<file path="src/rtl/fst_pkg.sv">
package fst_pkg;

    localparam int BYTE_W = 8;
    localparam int TW_W   = 26;
    localparam int CNT_W  = 5;

    typedef struct packed {
        logic [1:0] setup;
        logic [4:0] busy;
        logic [2:0] turn;
        logic [3:0] rd_hi;
        logic [3:0] rd_lo;
        logic [3:0] wr_hi;
        logic [3:0] wr_lo;
    } fst_timing_t;

    typedef enum logic [2:0] {
        PH_IDLE,
        PH_SETUP,
        PH_LOW,
        PH_HIGH,
        PH_BUSY,
        PH_POLL,
        PH_TURN
    } fst_phase_t;

    typedef struct packed {
        logic              write;
        logic              busy;
        logic [BYTE_W-1:0] data;
    } fst_op_t;

    function automatic fst_timing_t fst_unpack(input logic [TW_W-1:0] w);
        return fst_timing_t'(w);
    endfunction

    // zero counts as a single cycle
    function automatic logic [CNT_W-1:0] fst_len(input logic [CNT_W-1:0] v);
        return (v == '0) ? CNT_W'(1) : v;
    endfunction

    function automatic logic [CNT_W-1:0] fst_low_len(input fst_timing_t t, input logic wr);
        return fst_len(wr ? CNT_W'(t.wr_lo) : CNT_W'(t.rd_lo));
    endfunction

    function automatic logic [CNT_W-1:0] fst_high_len(input fst_timing_t t, input logic wr);
        return fst_len(wr ? CNT_W'(t.wr_hi) : CNT_W'(t.rd_hi));
    endfunction

endpackage

</file>
<file path="src/rtl/fst_cycle_timer.sv">
module fst_cycle_timer #(
    parameter int W = 5
) (
    input  logic         clk,
    input  logic         rst,
    input  logic         load,
    input  logic [W-1:0] load_val,
    output logic         expire
);
    logic [W-1:0] cnt;

    always_ff @(posedge clk) begin
        if (rst) begin
            cnt <= W'(1);
        end else if (load) begin
            cnt <= load_val;
        end else if (cnt > W'(1)) begin
            cnt <= cnt - W'(1);
        end
    end

    assign expire = (cnt == W'(1));

    // a phase of zero length would hang the sequencer
    assert_load_nonzero_R1: assert property (@(posedge clk) disable iff (rst)
        load |-> (load_val != '0));
    assert_count_live_R1: assert property (@(posedge clk) disable iff (rst)
        cnt != '0);

endmodule

</file>
<file path="src/rtl/fst_strobe_decode.sv">
module fst_strobe_decode
    import fst_pkg::*;
(
    input  fst_phase_t phase,
    input  logic       write,
    input  logic       ce_on,
    output logic       ce_n,
    output logic       re_n,
    output logic       we_n,
    output logic       dq_oe,
    output logic       ready
);
    always_comb begin
        ce_n  = !ce_on;
        re_n  = !((phase == PH_LOW) && !write);
        we_n  = !((phase == PH_LOW) && write);
        dq_oe = write && ((phase == PH_LOW) || (phase == PH_HIGH));
        ready = (phase == PH_IDLE);
    end
endmodule

</file>
<file path="src/rtl/flash_strobe_timer.sv">
module flash_strobe_timer
    import fst_pkg::*;
(
    input  logic              clk,
    input  logic              rst,
    input  logic              req_valid,
    input  logic              req_write,
    input  logic              req_busy,
    input  logic [BYTE_W-1:0] wr_byte,
    input  logic [TW_W-1:0]   timing_word,
    input  logic              rb_ready,
    input  logic [BYTE_W-1:0] flash_din,
    output logic              ce_n,
    output logic              re_n,
    output logic              we_n,
    output logic [BYTE_W-1:0] dq_out,
    output logic              dq_oe,
    output logic [BYTE_W-1:0] rd_byte,
    output logic              done,
    output logic              ready
);
    fst_phase_t       ph, ph_nxt;
    fst_op_t          op;
    fst_timing_t      tmg_q, tmg_live;
    logic             ce_on;
    logic             accept;
    logic             tm_load;
    logic [CNT_W-1:0] tm_val;
    logic             tm_exp;

    assign tmg_live = fst_unpack(timing_word);

    fst_cycle_timer #(.W(CNT_W)) i_timer (
        .clk      (clk),
        .rst      (rst),
        .load     (tm_load),
        .load_val (tm_val),
        .expire   (tm_exp)
    );

    fst_strobe_decode i_decode (
        .phase (ph),
        .write (op.write),
        .ce_on (ce_on),
        .ce_n  (ce_n),
        .re_n  (re_n),
        .we_n  (we_n),
        .dq_oe (dq_oe),
        .ready (ready)
    );

    always_comb begin
        ph_nxt  = ph;
        accept  = 1'b0;
        tm_load = 1'b0;
        tm_val  = CNT_W'(1);
        case (ph)
            PH_IDLE: if (req_valid) begin
                accept  = 1'b1;
                tm_load = 1'b1;
                if (!ce_on) begin
                    ph_nxt = PH_SETUP;
                    tm_val = fst_len(CNT_W'(tmg_live.setup));
                end else begin
                    ph_nxt = PH_LOW;
                    tm_val = fst_low_len(tmg_live, req_write);
                end
            end
            PH_SETUP: if (tm_exp) begin
                ph_nxt  = PH_LOW;
                tm_load = 1'b1;
                tm_val  = fst_low_len(tmg_q, op.write);
            end
            PH_LOW: if (tm_exp) begin
                ph_nxt  = PH_HIGH;
                tm_load = 1'b1;
                tm_val  = fst_high_len(tmg_q, op.write);
            end
            PH_HIGH: if (tm_exp) begin
                tm_load = 1'b1;
                if (op.busy) begin
                    ph_nxt = PH_BUSY;
                    tm_val = fst_len(CNT_W'(tmg_q.busy));
                end else begin
                    ph_nxt = PH_TURN;
                    tm_val = fst_len(CNT_W'(tmg_q.turn));
                end
            end
            PH_BUSY: if (tm_exp) begin
                ph_nxt = PH_POLL;
            end
            PH_POLL: if (rb_ready) begin
                ph_nxt  = PH_TURN;
                tm_load = 1'b1;
                tm_val  = fst_len(CNT_W'(tmg_q.turn));
            end
            PH_TURN: if (tm_exp) begin
                ph_nxt = PH_IDLE;
            end
            default: ph_nxt = PH_IDLE;
        endcase
    end

    always_ff @(posedge clk) begin
        if (rst) begin
            ph      <= PH_IDLE;
            op      <= '0;
            tmg_q   <= '0;
            ce_on   <= 1'b0;
            rd_byte <= '0;
            done    <= 1'b0;
        end else begin
            ph   <= ph_nxt;
            done <= (ph == PH_HIGH) && tm_exp;
            if (accept) begin
                op    <= '{write: req_write, busy: req_busy, data: wr_byte};
                tmg_q <= tmg_live;
                ce_on <= 1'b1;
            end
            if ((ph == PH_LOW) && tm_exp && !op.write) begin
                rd_byte <= flash_din;
            end
        end
    end

    assign dq_out = op.data;

    assert_strobe_exclusive_R12: assert property (@(posedge clk) disable iff (rst)
        !(!re_n && !we_n));
    assert_done_single_R7: assert property (@(posedge clk) disable iff (rst)
        done |=> !done);
    assert_idle_quiet_R10: assert property (@(posedge clk) disable iff (rst)
        ready |-> (re_n && we_n));
    assert_ce_held_R3: assert property (@(posedge clk) disable iff (rst)
        !ce_n |=> !ce_n);
    assert_poll_waits_R9: assert property (@(posedge clk) disable iff (rst)
        ((ph == PH_POLL) && !rb_ready) |=> (ph == PH_POLL));
    assert_capture_edge_R6: assert property (@(posedge clk) disable iff (rst)
        !$stable(rd_byte) |-> $rose(re_n));

endmodule

</file>
<file path="config.mk">
export PLATFORM = sky130hd
export DESIGN_NAME = flash_strobe_timer
export DESIGN_NICKNAME = d
export VERILOG_FILES = /design/src/rtl/fst_pkg.sv /design/src/rtl/fst_cycle_timer.sv /design/src/rtl/fst_strobe_decode.sv /design/src/rtl/flash_strobe_timer.sv
export SDC_FILE = /design/constraint.sdc
export NUM_CORES = 1
export LEC_CHECK = 0
export ABC_AREA = 1
export BUFFER_PORTS_ARGS = -buffer_cell sky130_fd_sc_hd__buf_2
export CAP_MARGIN = 5
export CELL_PAD_IN_SITES_DETAIL_PLACEMENT = 0
export CELL_PAD_IN_SITES_GLOBAL_PLACEMENT = 1
export CORE_ASPECT_RATIO = 1.5
export CORE_UTILIZATION = 33
export DETAILED_ROUTE_END_ITERATION = 6
export PLACE_DENSITY_LB_ADDON = 0.12
export SLEW_MARGIN = 10
export SYNTH_ARGS = -nofsm -noshare
export SYNTH_HDL_FRONTEND = slang
export SYNTH_SLANG_ARGS = --single-unit
</file>
<file path="constraint.sdc">
create_clock -name clk -period 1.5 [get_ports clk]
set_clock_uncertainty 0.05 [all_clocks]
set_input_delay 0.075 -clock clk [delete_from_list [all_inputs] [get_ports clk]]
set_output_delay 0.075 -clock clk [all_outputs]
set_load 0.05 [all_outputs]
</file>
==> results.yml <==
drt:
  routed_wl_mm: 7.86
  viasPerCell: 4.69
  drtPass1Iterations: 4
  drtAntennaViolNets: 0
  drc: 0
  via_count: 2892
  drt_iter0_drc: 92
  avgRoutedWirePerCell_um: 12.7
timing:
  maxSlewHeadroom: 0.772
  setup_viol: 2
  fmax_mhz: 665
  worst_pin_slew_ns: 0.339
  min_period_ns: 1.50
  drv_slew: 0
  setup_slack_ns: -0.00351
  rsz0062_at_grt: "true"
  tns_ns: -0.00557
  hold_viol: 0
  min_period_over_period: 1.00
power_and_ir_drop:
  p_leak_nw: 1.85
  vdd_ir_drop_max_mv: 1.04
  power.density_nw_per_um2: 1950
synth:
  synth.top_cells.by_area: "dfxtp_1 (40%), o21ai_0 (11%), nand2_1 (11%)"
  synthCells: 396
  synth_seq_area_share: 0.397
  synth_top_area_cell: "dfxtp_1"
  synth.distinct_cells: 25
  syn_nets: 446
  synth.avg_cell_area_um2: 6.62
  synth_area_um2: 2620
  ys_ff_latch: 52
  synth_top_area_frac: 0.397
  synth_warnings: 0
clock_network:
  cts_buffers: 5
  path_clk_slew_ns: 0.07
  cts_root_buf: "clkbuf_16"
  ctsLongestPathBuffers: 2
  cts_tree: "yes"
  insertion_delay_ns: 0.29
  h-tree-depth: 2
  cts_sinks: 52
worst_hold_path:
  min_path_type: "in2reg"
  worstHoldStart: "timing_word[2]"
global_routing:
  grt.total_usage: 0.199
  grt_pass1_wl_mm: 12.8
  overflow: 0
  grt_pass1_vias: 2810
  grt_start_max_net_pins: 48
  antenna_found_initial: 0
die:
  fp.coreArea_um2: 7660
  core.rowCount: 39
  dieArea_um2: 8310
  initial_core_util: 0.342
  die_w_um: 74.8
  die_h_um: 111
  pin_count: 70
critical_path:
  cpMaxStageDelayCell: "dfxtp_2"
  endpoint_kind: "flop"
  crit_family: "simple AND/OR/NAND/NOR gates"
  path_max_fanout: 8
  crit_required_ns: 1.64
  start_kind: "flop"
  path_cells: "inv_2 -> ha_4 -> inv_2 -> nor2_4 -> buf_4 -> nand2_4 -> nor2_4 -> inv_1 -> nor2_1 -> nor2_1"
  startpoint: "i_timer.cnt[1]$_SDFFE_PP0P_"
  max_stage_delay_ns: 0.32
  cp.arrival_ns: 1.64
  cp.buffers_inverters: 4
  r2r-start: "i_timer.cnt[1]$_SDFFE_PP0P_"
  path_class: "reg2reg"
placed_design:
  globalplace.congestion: 0.808
  dpl.cell_count: 582
  dpl.hpwl_mm: 5.68
  port-buffer-count: 69
status:
  violations: "negative setup slack"
  outcome: "complete, but fails checks"
finish:
  antenna_cells: 0
  final-instance-count-excl-fill: 617
  synthToLayoutAreaGrowth_pct: 48.9
  fin_nets: 564
  drive_above_1_share: 0.315
run:
  maxCapViolations: 0
-- path summary, 6_finish.rpt --
kind / slack, ns / to / cells after the start
worst min-delay path: 0.007 / tmg_q[2]$_SDFFE_PP0P_ / 3
worst max register to register: -0.004 / rd_byte[5]$_SDFFE_PP0P_ / 10
worst min register to register: 0.40 / tmg_q[8]$_SDFFE_PP0P_ / 2
worst max-delay path: -0.004 / rd_byte[5]$_SDFFE_PP0P_ / 10
-- cells in the mapped netlist (all sizes together) --
master,n
inv,44
clkbuf,5
nand3,18
o21ai,59
a21oi,31
ha,2
a22oi,1
buf,17
xor2,2
or2,2
nor2,74
nand2,77
dfxtp,52
nand4,4
xnor2,1
o211ai,2
nor3,5
-- sequential cells by signal, summed over array words and instances, names as in the netlist --
signal	flops
done	1
ce_on	1
tmg_q	24
ph	3
rd_byte	8
dq_out	8
op	2
i_timer.cnt	5
-- cells by family after synthesis --
kind of cell             count (synthesis)  synth area share
AO/OA/AOI/OAI                           93             0.182
XOR/XNOR                                 3            0.0100
adder cells (fa/ha/maj)                  2           0.00954
buffers and inverters                   66             0.112
flip-flops                              52             0.397
AND/OR/NAND/NOR                        180             0.290
-- per-stage QoR --
stage          area [um2]  power (mW)  hold WS (ns)  worst slack, ns   util
6_report             3910        7.63       0.00667         -0.00351  0.510
5_1_grt              3910        8.18       0.00296           -0.151  0.510
4_1_cts              3840        7.49       0.00543          -0.0137  0.502
3_5_place_dp         3290        5.71         0.254           -0.138  0.430
3_3_place_gp         3290        5.70         0.247          -0.0954  0.430
2_1_floorplan        2650        4.52        0.0941           0.0187      -
-- repair_timing --
item                       CTS  global route
hold endpoints to repair    24             0
pin swaps                    6            10
resized for setup           35            19
buffers inserted             2             1
cloned                       1             0
setup endpoints to repair   21            20
hold buffers                24             0
-- report_power, final --
part           internal (mW)  switching, mW  total, mW
Clock                  0.837          0.527       1.36
Combinational           1.61           2.63       4.24
Sequential              1.80          0.226       2.03
Total                   4.24           3.38       7.63
-- routing by layer --
layer | track usage | up-vias | wire (um)
met4 | 0.0692 | 0 | 201
met1 | 0.231 | 1318 | 3290
li1 | - | 1496 | -
met3 | 0.0245 | 12 | 249
met2 | 0.360 | 66 | 4120
met5 | 0 | - | 0
-- placed cells by master (no fill, tap or decap), drive strengths merged --
master         n
a21oi         31
a22oi          1
buf          108
bufinv         1
clkbuf         6
clkinv         1
clkinvlp       1
dfxtp         52
dlygate4sd3   24
ha             2
inv           43
nand2         78
nand3         18
nand4          4
nor2          74
nor3           5
o211ai         2
o21ai         59
or2            2
xnor2          1
xor2           2
-- layout make-up --
class,count,area (um2)
Tap cell,102,128
Fill cell,810,3760
Clock buffer,6,139
Sequential cell,52,1050
Timing Repair Buffer,132,952
Clock inverter,2,38.8
Inverter,44,174
Multi-Input combinational cell,279,1430
-- worst register-to-register path, stage by stage (launching register included) --
cell,delay (ns)
dfxtp_2,0.32
inv_2,0.07
ha_4,0.14
inv_2,0.04
nor2_4,0.10
buf_4,0.14
nand2_4,0.08
nor2_4,0.14
inv_1,0.13
nor2_1,0.13
nor2_1,0.05
Note: power is estimated with default switching activity, not from simulation.
